<file path="config.mk">
export PLATFORM = sky130hd
export DESIGN_NAME = aux_req_fmt
export DESIGN_NICKNAME = d
export VERILOG_FILES = /design/src/rtl/aux_fmt_pkg.sv /design/src/rtl/aux_hdr_build.sv /design/src/rtl/aux_reply_decode.sv /design/src/rtl/aux_req_fmt.sv
export SDC_FILE = /design/constraint.sdc
export NUM_CORES = 1
export LEC_CHECK = 0
export BUFFER_PORTS_ARGS = -buffer_cell sky130_fd_sc_hd__buf_2
export CAP_MARGIN = 5
export CORE_MARGIN = 1
export CORE_UTILIZATION = 45
export DETAILED_ROUTE_END_ITERATION = 10
export PLACE_DENSITY = 0.75
export SYNTH_ARGS = -nofsm -noshare
export SYNTH_HDL_FRONTEND = slang
export SYNTH_HIERARCHICAL = 1
export SYNTH_SLANG_ARGS = --single-unit
</file>
<file path="constraint.sdc">
create_clock -name clk_i -period 7.2 [get_ports clk_i]
set_input_delay 2.16 -clock clk_i [delete_from_list [all_inputs] [get_ports clk_i]]
set_output_delay 2.16 -clock clk_i [all_outputs]
set_load 0.02 [all_outputs]
</file>
<file path="src/rtl/aux_fmt_pkg.sv">
package aux_fmt_pkg;
  localparam int HDR_BYTES = 4;
  localparam int HI_W      = $clog2(HDR_BYTES);
  localparam logic [3:0] BARE_NIB = 4'd3;
  localparam logic [3:0] CONT_BIT = 4'b0100;

  typedef enum logic [2:0] {
    ERR_NONE    = 3'd0,
    ERR_TIMEOUT = 3'd1,
    ERR_FLAGS   = 3'd2,
    ERR_LINK    = 3'd3,
    ERR_SIZE    = 3'd4,
    ERR_CMD     = 3'd5
  } aux_err_e;

  typedef enum logic [2:0] {
    ST_IDLE, ST_HDR, ST_PAY, ST_WAIT, ST_RDAT, ST_DONE
  } aux_st_e;
endpackage

</file>
<file path="src/rtl/aux_hdr_build.sv">
module aux_hdr_build
  import aux_fmt_pkg::*;
#(
  parameter int ADDR_W = 20,
  parameter int LEN_W  = 5
) (
  input  logic [3:0]                  cmd_i,
  input  logic [ADDR_W-1:0]           addr_i,
  input  logic [LEN_W-1:0]            len_i,
  input  logic                        is_read_i,
  output logic [HDR_BYTES-1:0][7:0]   hdr_o
);
  logic [23:0]      addr_x;
  logic [LEN_W-1:0] len_m1;
  logic [LEN_W:0]   total;
  logic [3:0]       size_nib;

  always_comb begin
    addr_x   = 24'(addr_i);
    len_m1   = (len_i == '0) ? '0 : len_i - 1'b1;
    total    = (LEN_W+1)'(HDR_BYTES) + (LEN_W+1)'(len_i);
    if (len_i == '0)    size_nib = BARE_NIB;
    else if (is_read_i) size_nib = 4'(HDR_BYTES);
    else                size_nib = total[3:0];
    hdr_o[0] = addr_x[7:0];
    hdr_o[1] = addr_x[15:8];
    hdr_o[2] = {cmd_i, addr_x[19:16]};
    hdr_o[3] = {size_nib, len_m1[3:0]};
  end
endmodule

</file>
<file path="src/rtl/aux_reply_decode.sv">
module aux_reply_decode
  import aux_fmt_pkg::*;
#(
  parameter int LEN_W = 5,
  parameter int CNT_W = 8
) (
  input  logic [7:0]       status_i,
  input  logic [CNT_W-1:0] rx_count_i,
  input  logic [LEN_W-1:0] req_len_i,
  input  logic             is_read_i,
  output aux_err_e         err_o,
  output logic [3:0]       reply_o,
  output logic [LEN_W-1:0] count_o
);
  localparam int CW = (CNT_W > LEN_W) ? CNT_W : LEN_W;
  logic [CW-1:0] rx_w, len_w;

  always_comb begin
    rx_w  = CW'(rx_count_i);
    len_w = CW'(req_len_i);
    case (status_i)
      8'd1:    err_o = ERR_TIMEOUT;
      8'd2:    err_o = ERR_FLAGS;
      8'd3:    err_o = ERR_LINK;
      default: err_o = ERR_NONE;
    endcase
    if (err_o != ERR_NONE) begin
      reply_o = '0;
      count_o = '0;
    end else begin
      reply_o = status_i[7:4];
      if (!is_read_i)        count_o = req_len_i;
      else if (rx_w > len_w) count_o = req_len_i;
      else                   count_o = LEN_W'(rx_w);
    end
  end
endmodule

</file>
<file path="src/rtl/aux_req_fmt.sv">
module aux_req_fmt
  import aux_fmt_pkg::*;
#(
  parameter int ADDR_W  = 20,
  parameter int MAX_LEN = 16,
  parameter int LEN_W   = 5,
  parameter int CNT_W   = 8
) (
  input  logic              clk_i,
  input  logic              rst_ni,
  input  logic              req_valid_i,
  output logic              req_ready_o,
  input  logic [3:0]        req_cmd_i,
  input  logic [ADDR_W-1:0] req_addr_i,
  input  logic [LEN_W-1:0]  req_len_i,
  input  logic              wdata_valid_i,
  output logic              wdata_ready_o,
  input  logic [7:0]        wdata_i,
  output logic              tx_valid_o,
  input  logic              tx_ready_i,
  output logic [7:0]        tx_data_o,
  output logic              tx_last_o,
  input  logic              rx_status_valid_i,
  input  logic [7:0]        rx_status_i,
  input  logic [CNT_W-1:0]  rx_count_i,
  input  logic              rx_valid_i,
  input  logic [7:0]        rx_data_i,
  output logic              rd_valid_o,
  output logic [7:0]        rd_data_o,
  output logic              done_valid_o,
  input  logic              done_ack_i,
  output logic [2:0]        done_err_o,
  output logic [3:0]        done_reply_o,
  output logic [LEN_W-1:0]  done_count_o,
  output logic              busy_o
);
  localparam int IDX_W = $clog2(HDR_BYTES + MAX_LEN + 1);

  aux_st_e             st_q;
  logic [3:0]          cmd_q;
  logic [ADDR_W-1:0]   addr_q;
  logic [LEN_W-1:0]    len_q;
  logic                rd_q;
  logic [IDX_W-1:0]    idx_q;
  logic [CNT_W-1:0]    rx_left_q;
  logic [LEN_W-1:0]    fwd_left_q;
  aux_err_e            err_q;
  logic [3:0]          reply_q;
  logic [LEN_W-1:0]    count_q;

  logic [3:0]          cmd_m;
  logic                cmd_ok, size_bad, accept;
  logic                hdr_last, pay_last;
  logic [HDR_BYTES-1:0][7:0] hdr;
  aux_err_e            dec_err;
  logic [3:0]          dec_reply;
  logic [LEN_W-1:0]    dec_count;

  assign cmd_m    = req_cmd_i & ~CONT_BIT;
  assign cmd_ok   = (cmd_m == 4'd0) || (cmd_m == 4'd1) || (cmd_m == 4'd8) || (cmd_m == 4'd9);
  assign size_bad = req_len_i > LEN_W'(MAX_LEN);
  assign accept   = req_valid_i && (st_q == ST_IDLE);

  aux_hdr_build #(.ADDR_W(ADDR_W), .LEN_W(LEN_W)) u_hdr (
    .cmd_i     (cmd_q),
    .addr_i    (addr_q),
    .len_i     (len_q),
    .is_read_i (rd_q),
    .hdr_o     (hdr)
  );

  aux_reply_decode #(.LEN_W(LEN_W), .CNT_W(CNT_W)) u_dec (
    .status_i   (rx_status_i),
    .rx_count_i (rx_count_i),
    .req_len_i  (len_q),
    .is_read_i  (rd_q),
    .err_o      (dec_err),
    .reply_o    (dec_reply),
    .count_o    (dec_count)
  );

  assign hdr_last = idx_q == IDX_W'(HDR_BYTES - 1);
  assign pay_last = idx_q == IDX_W'(len_q - 1'b1);

  always_comb begin
    tx_valid_o    = 1'b0;
    tx_data_o     = '0;
    tx_last_o     = 1'b0;
    wdata_ready_o = 1'b0;
    case (st_q)
      ST_HDR: begin
        tx_valid_o = 1'b1;
        tx_data_o  = hdr[idx_q[HI_W-1:0]];
        tx_last_o  = hdr_last && (rd_q || len_q == '0);
      end
      ST_PAY: begin
        tx_valid_o    = wdata_valid_i;
        tx_data_o     = wdata_i;
        tx_last_o     = pay_last;
        wdata_ready_o = tx_ready_i;
      end
      default: ;
    endcase
  end

  assign rd_valid_o   = (st_q == ST_RDAT) && rx_valid_i && (fwd_left_q != '0);
  assign rd_data_o    = rx_data_i;
  assign req_ready_o  = st_q == ST_IDLE;
  assign busy_o       = st_q != ST_IDLE;
  assign done_valid_o = st_q == ST_DONE;
  assign done_err_o   = err_q;
  assign done_reply_o = reply_q;
  assign done_count_o = count_q;

  always_ff @(posedge clk_i or negedge rst_ni) begin
    if (!rst_ni) begin
      st_q       <= ST_IDLE;
      cmd_q      <= '0;
      addr_q     <= '0;
      len_q      <= '0;
      rd_q       <= 1'b0;
      idx_q      <= '0;
      rx_left_q  <= '0;
      fwd_left_q <= '0;
      err_q      <= ERR_NONE;
      reply_q    <= '0;
      count_q    <= '0;
    end else begin
      case (st_q)
        ST_IDLE: if (accept) begin
          cmd_q   <= req_cmd_i;
          addr_q  <= req_addr_i;
          len_q   <= req_len_i;
          rd_q    <= cmd_m[0];
          idx_q   <= '0;
          reply_q <= '0;
          count_q <= '0;
          if (size_bad) begin
            err_q <= ERR_SIZE;
            st_q  <= ST_DONE;
          end else if (!cmd_ok) begin
            err_q <= ERR_CMD;
            st_q  <= ST_DONE;
          end else begin
            err_q <= ERR_NONE;
            st_q  <= ST_HDR;
          end
        end
        ST_HDR: if (tx_ready_i) begin
          idx_q <= hdr_last ? '0 : idx_q + 1'b1;
          if (hdr_last) st_q <= (!rd_q && len_q != '0) ? ST_PAY : ST_WAIT;
        end
        ST_PAY: if (tx_ready_i && wdata_valid_i) begin
          idx_q <= idx_q + 1'b1;
          if (pay_last) st_q <= ST_WAIT;
        end
        ST_WAIT: if (rx_status_valid_i) begin
          err_q      <= dec_err;
          reply_q    <= dec_reply;
          count_q    <= dec_count;
          fwd_left_q <= dec_count;
          rx_left_q  <= rx_count_i;
          if (dec_err != ERR_NONE || !rd_q || rx_count_i == '0) st_q <= ST_DONE;
          else                                                   st_q <= ST_RDAT;
        end
        ST_RDAT: if (rx_valid_i) begin
          rx_left_q <= rx_left_q - 1'b1;
          if (fwd_left_q != '0) fwd_left_q <= fwd_left_q - 1'b1;
          if (rx_left_q == CNT_W'(1)) st_q <= ST_DONE;
        end
        ST_DONE: if (done_ack_i) st_q <= ST_IDLE;
        default: st_q <= ST_IDLE;
      endcase
    end
  end
endmodule

</file>
==> results of run 1 <==
-- cells by family after synthesis --
logic type	after synthesis	synth area share (%)
adders and majority gates	13	3.968
buffers and inverters	83	10.84
other	1	0.09149
muxes	38	12.55
xor gates and xnor gates	9	1.923
DFF	62	37.85
and+or+nand+nor	109	15.38
AOI/OAI and AO/OA	111	17.40
-- sequential cells by signal (all words and copies together) (netlist names) --
name,flops
len_q,5
done_err_o,3
rx_left_q,8
st_q,3
fwd_left_q,5
done_count_o,5
addr_q,20
cmd_q,4
done_reply_o,4
idx_q,5
-- area by class of cell --
type / count / area (sq um)
clock buffers: 12 / 165.2
clock inverters: 3 / 42.54
fillers: 809 / 4189
inverters: 26 / 97.59
multi-input cells: 281 / 2110
flip-flops and latches: 62 / 1551
well taps: 108 / 135.1
repair buffers: 92 / 473.0
-- routing by layer --
layer  share of wire, %  GRT usage, %
met5                  0             0
met1                 42         25.92
met4                2.5         10.52
met2                 51         35.50
met3                4.5         4.317
-- cells in the mapped netlist, types with 3 or more instances --
cell type	number
a211oi_1	3
dfrtp_1	62
mux2_2	27
a21o_1	5
nand4_1	4
nand2b_1	4
xnor2_1	6
nand2_1	31
a22oi_1	5
a22o_1	9
and2_1	3
nor3b_1	4
o21ai_0	36
buf_4	33
nor2_1	15
clkbuf_1	21
xor2_1	3
nor4_1	3
ha_1	13
inv_1	26
o22ai_1	5
and3_1	3
nor3_1	3
o21a_1	3
nor4b_1	3
mux2i_1	3
a21oi_1	21
nor2b_1	3
nand3_1	12
a21boi_1	6
mux4_2	8
-- worst min-delay path: stages (launching register included) --
cell and delay, ns:
dfrtp_1 0.34, nand2_1 0.05, o21ai_0 0.06
-- through the flow --
stage               setup WS [ns]  hold WS [ns]
detailed placement          2.438        0.4668
global placement            2.447        0.4596
CTS                         2.438        0.4819
floorplan                   2.617        0.4506
finish                      2.432        0.4785
global route                2.419        0.5147
-- power by group through the flow --
| stage | clock (mW) | sequential (mW) | combinational (mW) |
|---|---|---|---|
| 2_1_floorplan | 0 | 0.646 | 0.858 |
| 3_3_place_gp | 0 | 0.685 | 0.954 |
| 3_5_place_dp | 0 | 0.698 | 0.995 |
| 4_1_cts | 0.327 | 0.691 | 1.00 |
| 5_1_grt | 0.344 | 0.722 | 1.10 |
| 6_report | 0.321 | 0.694 | 1.00 |
-- final timing paths --
kind | startpoint | end | slack (ns) | depth (start not counted)
max | wdata_i[2] | tx_data_o[2] | 2.43 | 3
max reg2reg | idx_q[0] | st_q[1] | 4.28 | 5
max in group asynchronous | rst_ni | done_err_o[2] | 4.70 | 2
min reg2reg | done_count_o[3] | done_count_o[3] | 0.48 | 2
min | done_count_o[3] | done_count_o[3] | 0.48 | 2
min in group asynchronous | rst_ni | addr_q[17] | 1.96 | 2
==> metrics, run 1 <==
clk_lat worst skew=0.35 ns; initial antenna violation count=0; DIE AREA=roughly 9500 sq um; final core occ=52.20%; Max-cap violations=0; Clk pwr share=15.9%; fin area=4574 sq um; root buffer cell=clkbuf_8; Num Clock Sinks=62; arrival time worst endpoint=2.61 ns; RSZ-0062 raised after global routing=no; commonest non-fill, non-tap cells in the layout=87 x buf_2, 62 x dfrtp_1, 36 x o21ai_0, 31 x nand2_1, 27 x mux2_2; synthesized netlist cell count=426; hold_buf cts=0; die height=97.44 um; Reg clk slew, reported paths=roughly 0.070 ns; final hold violation count=0; Worst Max-Slew Pin Slew=1.175 ns; Seq cells post-synth=62; Placed Cells incl. Taps=~570; Final setup viols=0; Worst setup EP type=output port; Row Count=34; DRT iter0 DRCs=roughly 110; Die X=97.44 um; Hold Crit Class=reg2reg; Clock Skews=0.006187 ns; CTS tree=built; setup_tns=0 ns; ranking of synthesized cells by area=dfrtp_1 38%, mux2_2 7.4%, buf_4 6.0%; commonest non-fill, non-tap cell in the layout=buf_2; Net Count, Synth=about 500; Syn Area/Cell=9.622 sq um; slew margin rel.=21.64%; CTS HTree Levels=3; PwrDens=440.5 nW/um^2; Finished Layout Cells=584; Post-layout nets=554; total number of vias=about 3300; Logic pwr share=49.6%; dpl hpwl=7092 um; DRC viols=0; Placer Congestion=around 0.84; Starting Density=46.77%; CTS max path bufs=2; DRT antenna net count=0; Switching Share=42.48%; ratio of cells with drive above 1 in the final layout=32.77%; critical path's top delay family=buffers and inverters; P_sw=856.0 uW; register area share after synthesis=37.85%; via density per instance=roughly 5.7; Tot Pwr=about 2.0 mW; Critical Path RT=5.04 ns; I/O pin count=around 100; dpl cell area=4367 sq um; Worst setup SP type=input pin; asr flop ratio synth=100.0%; total congestion overflow=0; first-pass GRT wire length=15890 um; largest area contributor in the netlist=dfrtp_1; YS warnings=6; P_int=1.159 mW; number of global-route vias before repair=3334; drt first pass iters=4; DR WL/cell=16.66 um; Static Leak=2.100 nW; Post-synth EDFFs=0; Synth top area share=37.85%; CP cell instances=buf_2 -> a22o_1 -> buf_2; WL final=9728 um; WS Path Type=in2out; post-cts sizing count=0; number of setup buffers added after CTS=0; ys flop type=dfrtp_1; Core Area=8763 sq um; GRT Resource Usage Total=21.20%; largest net degree at the start of global routing=63; Tmin final=4.768 ns; CP dominant cell by count=buf_2; TritonCTS buffer count=9; Reg power frac=34.5%; Critical path buffers and inverters=2; worst-path fanout max=1; ant diodes=0; Max Clock Freq=209.7 MHz; input/output buffers=87; Slew Limit Fails=0; slowest stage delay, CP=0.19 ns; Synth-to-Final Area Change=11.60%; worst IR drop on VDD=0.1682 mV; Critical-path top delay cell=a22o_1; Netlist cell types=64; Post-Syn Area=4099 sq um; outcome=completed; Final Cycle Share=66.22%
Power figures use the tool's default switching activity.
==> inputs of run 2 (changes only) <==
clock period = 4.9 ns   (was 7.2 ns; I/O delays follow)
==> run 2 against run 1 <==
Utilization is 0.11 points lower. Die area is the same. Non-clock buffer count rose by 1. Clock-buffer cell count down 2. Worst hold slack got worse by 0.0038 ns. Setup slack got worse by 1.3 ns. Sequential power is 46% higher. Critical path depth increased by 3. Clock power rose by 37%. Routed wire length fell by 1.5%.
==> metrics, run 2 (synthesized netlist as in run 1, its figures left out) <==
crit path to=tx_data_o[7] (was tx_data_o[2]); CP Launch Point=len_q[2] (was wdata_i[2]); die height=97.44 um (unchanged); Final WS setup=1.121 ns (was 2.432 ns); Multi-input gate area=2110 sq um (unchanged); Num Clock Sinks=62 (unchanged); CTS HTree Levels=3 (unchanged); Starting Density=46.77% (unchanged); Post-layout nets=555 (was 554); r2r worst-path depth=5 (unchanged); initial antenna violation count=0 (unchanged); Max Clock Freq=264.6 MHz; setup_tns=0 ns (unchanged); PwrDens=637.5 nW/um^2 (was 440.5 nW/um^2); DIE AREA=9495 sq um (unchanged); I/O pin count=104 (unchanged); DRT iter0 DRCs=213 (was 109); commonest non-fill, non-tap cells in the layout=87 x buf_2, 62 x dfrtp_1, 36 x o21ai_0, 31 x nand2_1, 27 x mux2_2 (unchanged); first-pass GRT wire length=16170 um (was 15890 um); ant diodes=0 (unchanged); GRT Resource Usage Total=21.26% (was 21.20%); filler cell count=790 (was 809); Final Cycle Share=77.12%; commonest non-fill, non-tap cell in the layout=buf_2 (unchanged); r2r endpoint=st_q[1] (unchanged); Final setup viols=0 (unchanged); Tot Pwr=2.910 mW (was 2.015 mW); final hold violation count=0 (unchanged); Clock Skews=0.007738 ns (was 0.006187 ns); CTS max path bufs=2 (unchanged); post-cts sizing count=0 (unchanged); input/output buffers=87 (unchanged); worst hold slack=0.4747 ns (was 0.4785 ns); Static Leak=2.089 nW (was 2.100 nW); WL final=9586 um (was 9728 um); slew margin rel.=27.89% (was 21.64%); via density per instance=5.735 (was 5.690); FF+latch area=1551 sq um (unchanged); TritonCTS buffer count=9 (unchanged); Slew Limit Fails=0 (unchanged); Synth-to-Final Area Change=11.36% (was 11.60%); Reg clk slew, reported paths=0.07 ns (about the same); Placer Congestion=0.8638 (was 0.8394); Core Area=8763 sq um (unchanged); Worst setup SP type=flip-flop (was input pin); number of setup buffers added after CTS=0 (unchanged); CTS tree=built (unchanged); dpl hpwl=7102 um (was 7092 um); Hold Crit Class=reg2reg (unchanged); Row Count=34 (unchanged); worst-path fanout max=12 (was 1); total number of vias=3361 (was 3323); RSZ-0062 raised after global routing=no (unchanged); Die X=97.44 um (unchanged); number of global-route vias before repair=3384 (was 3334); arrival time worst endpoint=2.31 ns (was 2.61 ns); Tmin final=3.779 ns; Biggest register=addr_q (unchanged); Worst Max-Slew Pin Slew=1.082 ns (was 1.175 ns); drt first pass iters=4 (unchanged); outcome=completed (unchanged); Regs by FF count=addr_q: 20 flops, rx_left_q: 8 flops (unchanged); clk_lat worst skew=0.34 ns (was 0.35 ns); DRT antenna net count=0 (unchanged); worst IR drop on VDD=0.2056 mV (was 0.1682 mV); Critical Path RT=3.43 ns (was 5.04 ns); total congestion overflow=0 (unchanged); root buffer cell=clkbuf_8 (unchanged); Worst setup EP type=output port (unchanged); pre-CTS setup slack=1.480 ns (was 2.438 ns); Max-cap violations=0 (unchanged); worst reg2reg setup slack=2.11 ns (was 4.28 ns); DR WL/cell=16.36 um (was 16.66 um); worst r2r src=idx_q[0] (unchanged); hold_buf cts=0 (unchanged); WS Path Type=reg2out (was in2out); DRC viols=0 (unchanged); ratio of cells with drive above 1 in the final layout=32.85% (was 32.77%); hold path cells=2 (unchanged); max reg flops=20 (unchanged); largest net degree at the start of global routing=33 (was 63)
run 2: worst min path at each step:
stage | from | endpoint | slack (ns)
floorplan | fwd_left_q[0] | fwd_left_q[0] | 0.45
global placement | done_reply_o[1] | done_reply_o[1] | 0.46
detailed placement | done_reply_o[1] | done_reply_o[1] | 0.47
CTS | fwd_left_q[0] | fwd_left_q[0] | 0.48
global route | fwd_left_q[0] | fwd_left_q[0] | 0.49
finish | done_reply_o[1] | done_reply_o[1] | 0.47
run 2: per-layer routing:
| layer | track usage [%] | up-vias | wire [um] |
|---|---|---|---|
| met5 | 0 | - | 0 |
| met1 | 26.63 | 1660 | 4112 |
| met2 | 35.66 | 88 | 4816 |
| met4 | 8.937 | 0 | 230 |
| li1 | - | 1596 | - |
| met3 | 4.317 | 17 | 426 |
run 2: power breakdown:
part | total [mW] | switching [mW] | internal (mW)
logic | 1.47 | 0.777 | 0.688
clock network | 0.439 | 0.206 | 0.233
registers | 1.01 | 0.262 | 0.744
run 2: critical path, stage by stage (launching register included):
cell and delay [ns]:
dfrtp_1 0.58, inv_1 0.08, ha_1 0.29, and3_1 0.17, mux4_2 0.46, a22o_1 0.23
buf_2 0.15
run 2: layout make-up:
cell class                      instances  area share [%]
Timing Repair Buffer                   93           10.53
Clock buffer                           10           2.796
Clock inverter                          6           1.371
Tap cell                              108           2.961
Multi-Input combinational cell        281           46.22
Sequential cell                        62           33.99
Inverter                               26           2.138
run 2: stage by stage:
step / util [%] / cells / cell area (sq um)
after floorplan: - / 426 / 4099
after global placement: 49.91 / 570 / 4374
after detailed placement: 49.91 / 570 / 4374
after CTS: 52.08 / 586 / 4564
after global routing: 52.08 / 586 / 4564
final: 52.08 / 586 / 4564
